$ cat src/rtl/gcd_mc_pkg.sv
package gcd_mc_pkg;

    typedef enum logic [3:0] {
        ST_FETCH   = 4'd0,
        ST_DECODE  = 4'd1,
        ST_LD_EXEC = 4'd2,
        ST_LD_READ = 4'd3,
        ST_LD_WB   = 4'd4,
        ST_CMP     = 4'd5,
        ST_WAIT    = 4'd6,
        ST_WB_X    = 4'd7,
        ST_LOOP    = 4'd8,
        ST_SWAP    = 4'd9,
        ST_SUB     = 4'd10,
        ST_WB_Y    = 4'd11,
        ST_RES_JMP = 4'd12,
        ST_RES_WR  = 4'd13
    } state_t;

    localparam logic [1:0] OP_NOP  = 2'b00;
    localparam logic [1:0] OP_LOAD = 2'b01;
    localparam logic [1:0] OP_GCD  = 2'b10;

    localparam logic [3:0] FL_NONE = 4'b0000;
    localparam logic [3:0] FL_GT   = 4'b1100;
    localparam logic [3:0] FL_LT   = 4'b0010;
    localparam logic [3:0] FL_EQ   = 4'b1001;
    localparam logic [3:0] FL_ZERO = 4'b0001;

endpackage

$ cat src/rtl/gcd_mc_mem.sv
module gcd_mc_mem #(
    parameter int DW  = 8,
    parameter int AW  = 5,
    parameter int NRD = 1
) (
    input  logic          clk,
    input  logic          we,
    input  logic [AW-1:0] waddr,
    input  logic [DW-1:0] wdata,
    input  logic [AW-1:0] raddr [NRD],
    output logic [DW-1:0] rdata [NRD]
);
    localparam int DEPTH = 2 ** AW;

    logic [DW-1:0] mem [DEPTH];

    always_ff @(posedge clk) begin
        if (we) begin
            mem[waddr] <= wdata;
        end
    end

    for (genvar i = 0; i < NRD; i++) begin : g_rd
        assign rdata[i] = mem[raddr[i]];
    end

endmodule

$ cat src/rtl/gcd_mc_ctrl.sv
module gcd_mc_ctrl
    import gcd_mc_pkg::*;
(
    input  logic       clk,
    input  logic       rst,
    input  logic [1:0] fetch_op,
    input  logic [1:0] ir_op,
    input  logic [3:0] flags,
    output state_t     state
);
    state_t nxt;

    always_ff @(posedge clk) begin
        if (rst) begin
            state <= ST_FETCH;
        end else begin
            state <= nxt;
        end
    end

    always_comb begin
        nxt = ST_FETCH;
        unique case (state)
            ST_FETCH: begin
                if (fetch_op == OP_LOAD || fetch_op == OP_GCD) begin
                    nxt = ST_DECODE;
                end else begin
                    nxt = ST_FETCH;
                end
            end
            ST_DECODE: begin
                if (ir_op == OP_LOAD) begin
                    nxt = ST_LD_EXEC;
                end else if (ir_op == OP_GCD) begin
                    nxt = ST_CMP;
                end else begin
                    nxt = ST_FETCH;
                end
            end
            ST_LD_EXEC: nxt = ST_LD_READ;
            ST_LD_READ: nxt = ST_LD_WB;
            ST_LD_WB:   nxt = ST_FETCH;
            ST_CMP:     nxt = ST_WAIT;
            ST_WAIT: begin
                if (flags == FL_GT) begin
                    nxt = ST_WB_X;
                end else if (flags == FL_LT) begin
                    nxt = ST_SWAP;
                end else if (flags == FL_EQ || flags == FL_ZERO) begin
                    nxt = ST_RES_JMP;
                end else begin
                    nxt = ST_FETCH;
                end
            end
            ST_WB_X:    nxt = ST_LOOP;
            ST_SWAP:    nxt = ST_SUB;
            ST_SUB:     nxt = ST_WB_Y;
            ST_WB_Y:    nxt = ST_LOOP;
            ST_LOOP:    nxt = ST_CMP;
            ST_RES_JMP: nxt = ST_RES_WR;
            ST_RES_WR:  nxt = ST_FETCH;
            default:    nxt = ST_FETCH;
        endcase
    end

    p_fetch_exit_r2: assert property (@(posedge clk) disable iff (rst)
        state == ST_FETCH |=> (state == ST_FETCH || state == ST_DECODE));

    p_one_wait_r4: assert property (@(posedge clk) disable iff (rst)
        state == ST_CMP |=> state == ST_WAIT);

    p_loop_back_r5: assert property (@(posedge clk) disable iff (rst)
        state == ST_LOOP |=> state == ST_CMP);

    p_store_ends_r7: assert property (@(posedge clk) disable iff (rst)
        state == ST_RES_WR |=> state == ST_FETCH);

endmodule

$ cat src/rtl/gcd_mc_datapath.sv
module gcd_mc_datapath
    import gcd_mc_pkg::*;
#(
    parameter int DW = 8
) (
    input  logic                clk,
    input  logic                rst,
    input  state_t              state,
    input  logic [DW-1:0]       imem_rd,
    input  logic [DW-1:0]       dmem_rd,
    output logic [DW-4:0]       pc,
    output logic [1:0]          ir_op,
    output logic [DW-1:0]       reg_a,
    output logic [DW-1:0]       reg_b,
    output logic [3:0]          flags,
    output logic [DW-4:0]       dmem_raddr,
    output logic                core_we,
    output logic [DW-1:0]       core_wdata
);
    localparam int AW = DW - 3;

    logic          ir_dst;
    logic [AW-1:0] ir_adr;
    logic [AW-1:0] mar;
    logic [DW-1:0] mdr;
    logic [DW-1:0] op_x;
    logic [DW-1:0] op_y;
    logic [DW-1:0] res;
    logic [3:0]    flag_nxt;

    // compare unit: zero guard has priority over magnitude
    always_comb begin
        if (reg_a == '0 || reg_b == '0) begin
            flag_nxt = FL_ZERO;
        end else if (reg_a > reg_b) begin
            flag_nxt = FL_GT;
        end else if (reg_a < reg_b) begin
            flag_nxt = FL_LT;
        end else begin
            flag_nxt = FL_EQ;
        end
    end

    always_ff @(posedge clk) begin
        if (rst) begin
            pc     <= '0;
            ir_op  <= OP_NOP;
            ir_dst <= 1'b0;
            ir_adr <= '0;
            reg_a  <= '0;
            reg_b  <= '0;
            flags  <= FL_NONE;
            mar    <= '0;
            mdr    <= '0;
            op_x   <= '0;
            op_y   <= '0;
            res    <= '0;
        end else begin
            unique case (state)
                ST_FETCH: begin
                    ir_op  <= imem_rd[DW-1 -: 2];
                    ir_dst <= imem_rd[DW-3];
                    ir_adr <= imem_rd[AW-1:0];
                    pc     <= pc + 1'b1;
                end
                ST_LD_EXEC: mar <= ir_adr;
                ST_LD_READ: mdr <= dmem_rd;
                ST_LD_WB: begin
                    if (ir_dst) begin
                        reg_b <= mdr;
                    end else begin
                        reg_a <= mdr;
                    end
                end
                ST_CMP:  flags <= flag_nxt;
                ST_WB_X: reg_a <= reg_a - reg_b;
                ST_SWAP: begin
                    op_x <= reg_b;
                    op_y <= reg_a;
                end
                ST_SUB:  res   <= op_x - op_y;
                ST_WB_Y: reg_b <= res;
                ST_RES_JMP: begin
                    if (flags == FL_EQ) begin
                        res <= reg_a;
                    end else begin
                        res <= reg_a | reg_b;
                    end
                end
                default: ;
            endcase
        end
    end

    assign dmem_raddr = mar;
    assign core_we    = (state == ST_RES_WR);
    assign core_wdata = res;

    p_pc_hold_r2: assert property (@(posedge clk) disable iff (rst)
        state != ST_FETCH |=> $stable(pc));

    p_flag_hold_r4: assert property (@(posedge clk) disable iff (rst)
        state != ST_CMP |=> $stable(flags));

    p_flag_code_r4: assert property (@(posedge clk) disable iff (rst)
        state == ST_WAIT |-> (flags == FL_GT || flags == FL_LT ||
                              flags == FL_EQ || flags == FL_ZERO));

    p_sub_a_r5: assert property (@(posedge clk) disable iff (rst)
        state == ST_WB_X |=> reg_a == DW'($past(reg_a) - $past(reg_b)));

    p_sub_b_r6: assert property (@(posedge clk) disable iff (rst)
        state == ST_WB_Y |=> (reg_b == DW'($past(reg_b) - $past(reg_a))
                              && $stable(reg_a)));

endmodule

$ cat src/rtl/gcd_mc_core.sv
module gcd_mc_core
    import gcd_mc_pkg::*;
#(
    parameter int DW       = 8,
    parameter int RES_ADDR = 2
) (
    input  logic            clk,
    input  logic            rst,
    input  logic            ld_en,
    input  logic            ld_imem,
    input  logic [DW-4:0]   ld_addr,
    input  logic [DW-1:0]   ld_data,
    input  logic [DW-4:0]   obs_addr,
    output logic [DW-1:0]   obs_data,
    output logic [3:0]      state_o,
    output logic [DW-4:0]   pc_o,
    output logic [DW-1:0]   reg_a_o,
    output logic [DW-1:0]   reg_b_o,
    output logic [3:0]      flags_o
);
    localparam int AW = DW - 3;

    state_t        state;
    logic [AW-1:0] pc;
    logic [1:0]    ir_op;
    logic [3:0]    flags;
    logic [DW-1:0] reg_a;
    logic [DW-1:0] reg_b;
    logic [AW-1:0] dm_core_ra;
    logic          core_we;
    logic [DW-1:0] core_wdata;

    logic [AW-1:0] im_ra [1];
    logic [DW-1:0] im_rd [1];
    logic [AW-1:0] dm_ra [2];
    logic [DW-1:0] dm_rd [2];

    logic          ext_dm;
    logic          dm_we;
    logic [AW-1:0] dm_wa;
    logic [DW-1:0] dm_wd;

    assign im_ra[0] = pc;
    assign dm_ra[0] = dm_core_ra;
    assign dm_ra[1] = obs_addr;

    // external write wins a same-edge collision with the result store
    assign ext_dm = ld_en & ~ld_imem;
    assign dm_we  = ext_dm | core_we;
    assign dm_wa  = ext_dm ? ld_addr : AW'(RES_ADDR);
    assign dm_wd  = ext_dm ? ld_data : core_wdata;

    gcd_mc_mem #(.DW(DW), .AW(AW), .NRD(1)) u_imem (
        .clk   (clk),
        .we    (ld_en & ld_imem),
        .waddr (ld_addr),
        .wdata (ld_data),
        .raddr (im_ra),
        .rdata (im_rd)
    );

    gcd_mc_mem #(.DW(DW), .AW(AW), .NRD(2)) u_dmem (
        .clk   (clk),
        .we    (dm_we),
        .waddr (dm_wa),
        .wdata (dm_wd),
        .raddr (dm_ra),
        .rdata (dm_rd)
    );

    gcd_mc_ctrl u_ctrl (
        .clk      (clk),
        .rst      (rst),
        .fetch_op (im_rd[0][DW-1 -: 2]),
        .ir_op    (ir_op),
        .flags    (flags),
        .state    (state)
    );

    gcd_mc_datapath #(.DW(DW)) u_dp (
        .clk        (clk),
        .rst        (rst),
        .state      (state),
        .imem_rd    (im_rd[0]),
        .dmem_rd    (dm_rd[0]),
        .pc         (pc),
        .ir_op      (ir_op),
        .reg_a      (reg_a),
        .reg_b      (reg_b),
        .flags      (flags),
        .dmem_raddr (dm_core_ra),
        .core_we    (core_we),
        .core_wdata (core_wdata)
    );

    assign obs_data = dm_rd[1];
    assign state_o  = state;
    assign pc_o     = pc;
    assign reg_a_o  = reg_a;
    assign reg_b_o  = reg_b;
    assign flags_o  = flags;

    p_reset_state_r1: assert property (@(posedge clk)
        rst |=> (state == ST_FETCH && pc == '0 && flags == FL_NONE));

endmodule

$ cat config.mk
export PLATFORM = sky130hd
export DESIGN_NAME = gcd_mc_core
export DESIGN_NICKNAME = d
export VERILOG_FILES = /design/src/rtl/gcd_mc_pkg.sv /design/src/rtl/gcd_mc_mem.sv /design/src/rtl/gcd_mc_ctrl.sv /design/src/rtl/gcd_mc_datapath.sv /design/src/rtl/gcd_mc_core.sv
export SDC_FILE = /design/constraint.sdc
export NUM_CORES = 1
export LEC_CHECK = 0
export BUFFER_PORTS_ARGS = -buffer_cell sky130_fd_sc_hd__buf_2
export CORE_AREA = 2 2 277 279
export DETAILED_ROUTE_END_ITERATION = 7
export DIE_AREA = 0 0 279 281
export SETUP_SLACK_MARGIN = 0.3
export SLEW_MARGIN = 15
export SYNTH_ARGS = -nofsm -noshare
export SYNTH_HDL_FRONTEND = slang
export SYNTH_HIERARCHICAL = 1
export SYNTH_SLANG_ARGS = --single-unit
$ cat constraint.sdc
create_clock -name clk -period 2.7 [get_ports clk]
set_input_delay 0.27 -clock clk [delete_from_list [all_inputs] [get_ports clk]]
set_output_delay 0.27 -clock clk [all_outputs]
set_load 0.05 [all_outputs]
## Yosys cells after proc, flatten, opt, wreduce, memory -nomap -nowiden

Memory sizes are Yosys's and may differ from the RTL's. A register that Yosys moved wholly into a read port is not among the register bits.
Index checks and enable logic that the tools add are counted.

- Bits in registers: 66
- Bits in writable memories: 512
- Bits of input ports: 22
- Output and inout port bits: 37
- Word-level logic and storage cells: 83
- Memories kept: 2

Memories:

| memory | depth | bits a word | read ports | clocked after memory_dff | write ports | line | text |
|---|---|---|---|---|---|---|---|
| u_dmem.mem | 32 | 8 | 2 | 1 | 1 | gcd_mc_mem.sv:15 | `logic [DW-1:0] mem [DEPTH];` |
| u_imem.mem | 32 | 8 | 1 | 1 | 1 | gcd_mc_mem.sv:15 |  |

- Add/subtract/negate cells: 3
- Order comparisons: 2
- Equal/unequal tests: 23
- Multiplexer cells: 24
- Bitwise operators: 5
- Reduce and logical (&&, ||, !) cells: 12

Operator list:

| operator | number |
|---|---|
| 8-bit case mux with 2 select lines | 3 |
| 4-bit case mux with 11 select lines | 1 |
| 4-bit equality test (second input constant) | 8 |
| 8-bit 2-to-1 mux | 4 |
| 4-bit 2-to-1 mux | 7 |
| 4-bit by 3-bit equality test with 1-bit output (second input constant) | 4 |
| 8-bit logical NOT | 2 |
| 8-bit subtractor | 2 |
| 5-bit 2-to-1 mux | 3 |
| 4-bit by 2-bit equality test with 1-bit output (second input constant) | 3 |
| 4-bit by 1-bit equality test with 1-bit output (second input constant) | 2 |
| 8-bit > comparator | 1 |
| 8-bit less-than comparator | 1 |
| 8-bit bitwise OR | 1 |
| 2-bit nonzero test | 3 |
| 5-bit by 1-bit adder with 5-bit output (second input constant) | 1 |
| 1-bit 2-to-1 mux | 5 |
| 2-bit by 1-bit equality test with 1-bit output (second input constant) | 2 |
| 2-bit equality test (second input constant) | 2 |
| 4-bit logical NOT | 1 |
| 2-bit AND reduction | 2 |
| 1-bit logical OR | 3 |
| 3-bit 2-to-1 mux | 1 |
| 1-bit bitwise AND | 2 |
| 5 further kinds | 5 |

## Logic depth before layout (Yosys ltp)

- Depth in word-level cells: 6
- Gate-level depth with buffers: 9
- Gate-level depth less buffers: 9

## Cells and area by module

The synthesis kept the hierarchy.

By module, submodules not included:

| module | times used | cells an instance | area an instance (um^2) | sequential area each (um^2) |
|---|---|---|---|---|
| gcd_mc_mem at u_dmem | 1 | 516 | 11,887.7 | 7,687.4 |
| gcd_mc_mem at u_imem | 1 | 409 | 9,893.2 | 7,687.4 |
| gcd_mc_datapath | 1 | 488 | 3,888.7 | 1,401.3 |
| gcd_mc_ctrl | 1 | 39 | 297.8 | 80.1 |
| gcd_mc_core | 1 | 18 | 196.4 | 0.0 |

## Worst setup path after synthesis

Ideal clock, no wire load.

- Path kind: register to register
- Start: reg u_dp/pc[2] (netlist name)
- End: reg u_ctrl.state[0]
- Setup time: 0.125 ns
- Data arrival time: 2.882 ns
- Data required time: 2.575 ns
- Path slack: -0.307 ns
- Cell stages (with the launch flop): 10
- Buffers on the path: 2
- Clock period less this slack: 3.007 ns
- Cell sequence: dfxtp_1 -> clkbuf_1 -> clkbuf_1 -> mux4_2 -> mux4_2 -> mux2_2 -> xnor2_1 -> nor2_1 -> o21ai_0 -> a31oi_1

RTL lines:

| item | line | text |
|---|---|---|
| end signal: assignment | gcd_mc_ctrl.sv:17 | `state <= nxt;` |
| end: declaration | gcd_mc_ctrl.sv:9 | `output state_t state` |

==> results by group <==
Yosys
  – Synthesized area: 0.0262 mm²
  – Seq/Total Area, Yosys: 64.4%
  – Cell taking the most area after synthesis: edfxtp_1
  – Synthesized flop and latch total: 586
  – Avg Synthesized Cell Area: 17.8 µm²
  – Synthesized netlist cell count: 1470
  – Top cells by area, synth: edfxtp_1 59%, mux4_2 21%, dfxtp_1 5.7%
  – Yosys cell types: 72
  – Synth Flop Type: edfxtp_1
  – Post-synth EDFFs: 512
  – Synth Net Count: 1518
  – Yosys warns: 6
  – Post-synth top area share: 58.8%
  – FFs w/ async S/R, synth: 0%

Power
  – Leak: 0.00994 µW
  – Worst VDD drop: 493 µV
  – Power Total: 22500 µW
  – Power density cells: 726 mW/mm²

STA
  – Sum Neg Setup Slack: -0.488 ns
  – Pins Over Slew Limit: 0
  – Worst Skew: 0.0361 ns
  – Fmax: 359 MHz
  – Period utilisation layout: 103%
  – Fin. Hold Viols: 0
  – Worst slew margin: 46.8%
  – RSZ-0062 raised after global routing: yes
  – Final setup fails: 8
  – Measured slew at the worst slew-check pin: 0.791 ns
  – Slack of the critical path: -0.0856 ns
  – Min Tclk post-route: 2.79 ns

Worst setup path
  – CP required: 2.43 ns
  – Critical Path End Type: output pin
  – CP Cell Sequence: mux4_2, mux4_2, mux2_4, buf_6
  – Delay-heaviest family, CP: multiplexers
  – Critical path class: flip-flop to output pin
  – Slowest stage delay, CP: 0.53 ns
  – Critical Path AT: 2.52 ns
  – Most used cell, CP: mux4_2
  – Buf+Inv Stages, Crit Path: 1
  – Critical Path Fanout Max: 2
  – Worst setup SP type: flip-flop
  – Slowest CP cell: mux4_2

Clock network
  – Clock transition at path regs: 0.06 ns
  – Max clock buf depth: 3
  – CTS root buffer: clkbuf_16
  – Htree depth: 2
  – CTS buffer count: 60
  – Clk_lat worst skew: 0.64 ns
  – Cts hold-fix bufs: 0
  – TritonCTS clock tree: done
  – Clock sinks: 586

GRT
  – Global-route wire length before repair: 94400 µm
  – Initial antenna violation count: 2
  – Global-route usage over all layers: 16.1%
  – Grt total ovfl: 0
  – Largest net degree at the start of global routing: 66
  – Vias in the first global route: 14705

Finish
  – P&R area growth vs syn: 18.3%
  – Register area: 0.0169 mm²
  – Final net count: 1676
  – Fin area: 0.0309 mm²
  – Area of the multi-input gates: 0.00889 mm²
  – # diodes: 0
  – Share of cells above drive strength 1: 36.0%
  – Non-Filler Instances: 2656
  – Filler cells: 6623

Run status
  – Failing checks: negative setup slack
  – Status: finished with violations

Die
  – Io pins: 59
  – Chip width: 279 µm
  – Core area: 0.0754 mm²
  – Row count: 101
  – Full die area: 0.0784 mm²
  – Die Height: 281 µm
  – Initial Utilization: 34.7%

Placement
  – RD Place Congestion: 0.807
  – Placed cell areas: 0.0282 mm²
  – Pre-CTS setup slack: 0.160 ns
  – Buffers added on ports: 58
  – Placed cells: 2514
  – DP HPWL: 41200 µm

Hold path
  – HP Class: primary input to flip-flop

Detailed routing
  – TritonRoute pass-1 iters: 5
  – DRC viols: 0
  – Final ANT Viol Nets: 0
  – WL final: 64200 µm
  – Via count: 14558
  – Vias per inst: 5.48
  – Routed WL per cell: 24.2 µm
  – 1st-iter DRT viols: 1297

Job
  – Max_cap viols: 0
## worst register-to-register path, cell delays in order, from the launching register on
cell and delay [ns]:
dfxtp_4 0.45, buf_12 0.17, mux4_2 0.55, mux4_2 0.47, mux2_4 0.30, xnor2_2 0.16
nor2_1 0.07, o21ai_1 0.12, a31oi_1 0.08
## registers in the layout (all words and copies together), names as in the netlist
| signal | flops |
|---|---|
| u_dp/reg_b | 8 |
| u_dp/ir_adr | 5 |
| u_ctrl/state | 4 |
| u_dp/pc | 5 |
| u_dp/mdr | 8 |
| u_dp/ir_op | 2 |
| u_dp/flags | 4 |
| u_imem/mem | 256 |
| u_dp/core_wdata | 8 |
| u_dp/op_y | 8 |
| u_dp/dmem_raddr | 5 |
| u_dp/op_x | 8 |
| u_dp/reg_a | 8 |
| u_dp/ir_dst | 1 |
| u_dmem/mem | 256 |
## through the flow
| step | util [%] | hold WS (ns) |
|---|---|---|
| final | 41.0 | 0.101 |
| after global routing | 41.0 | 0.0894 |
| after CTS | 40.6 | 0.0654 |
| after detailed placement | 37.4 | 0.451 |
| after global placement | 37.4 | 0.448 |
| after floorplan | - | 0.369 |
## layout make-up
cell class,count,area share [%]
clock buffers,63,4.89
clock inverters,49,2.01
inverters,33,0.400
multi-input cells,762,28.7
flip-flops and latches,586,54.5
well taps,978,3.95
repair buffers,185,5.47
## power by group
part           internal (µW)  switching [µW]
combinational           1820            1680
clock                   5330            3550
sequential              9950             148
## layout by cell type, fill, tap and decap left out, types with 10 or more instances in the layout
master,count
edfxtp_1,512
mux4_2,240
nor2_1,118
buf_4,96
nand2_1,82
dfxtp_1,65
clkbuf_16,64
a21oi_1,56
buf_2,49
inv_1,33
mux2_4,24
ha_1,24
mux2i_1,18
buf_12,17
bufinv_16,13
a211oi_1,13
nand3b_1,12
clkinv_2,11
buf_6,11
o21ai_0,11
clkinv_1,10
mux2_2,10
## worst paths after layout
kind                                                  from                          to  slack (ns)  depth (start not counted)
worst max-delay path            u_dmem/mem[3][6]$_DFFE_PP_                 obs_data[6]       -0.09                          4
worst min-delay path                                   rst  u_dp/reg_a[6]$_SDFFE_PP0P_        0.10                          4
worst max register to register     u_dp/pc[0]$_SDFFE_PP0N_  u_ctrl/state[0]$_SDFF_PP0_        0.23                          8
worst min register to register   u_dp/op_y[5]$_SDFFE_PP0N_   u_dp/op_y[5]$_SDFFE_PP0N_        0.46                          2
## synth_stat cells (3+ instances only)
master     number
mux4_2        240
a32oi_1         3
nand3_1         8
xor2_1          7
nand4bb_1       3
nor3_1          5
and2b_1         3
mux2_4          8
a21oi_1        62
and2_1          6
or3b_2          6
o21bai_1        3
a22oi_1         3
nor4_1          9
nor2b_1         4
nor2_1        126
buf_4          23
xnor2_1         7
buf_1          25
edfxtp_1      512
o21ai_0        12
nand3b_1       12
inv_1          33
buf_6           4
dfxtp_1        74
ha_1           24
mux2i_1        18
or3_1           4
nand4_1         3
nand2b_1        5
buf_2          13
nor3b_1         3
o211ai_1        5
clkbuf_1       24
and3_1          5
nand2_1        88
a211oi_1       13
mux2_2         26
## repair_timing
item                                    CTS  global route
endpoints found under the setup margin   31            39
pin swaps                                 1             3
gates cloned                              3             4
resized for setup                        32            24
buffers inserted                         10            13
## cells by family after synthesis
group / Yosys count / synth area share (%)
flops: 586 / 64.4
fa+ha+maj: 26 / 1.30
simple gates: 299 / 5.40
mux: 293 / 23.0
buf+inv: 122 / 2.26
compound gates: 130 / 3.18
xor+xnor: 14 / 0.469
## per-layer routing
metal | routed length (µm) | GRT usage (%) | vias to the layer above
met5 | 0 | 0 | -
met4 | 1800 | 4.88 | 0
met3 | 3660 | 2.89 | 107
met2 | 31600 | 26.7 | 457
met1 | 27100 | 21.8 | 7716
li1 | - | - | 6278
No activity file was read; power rests on OpenSTA's default activity.
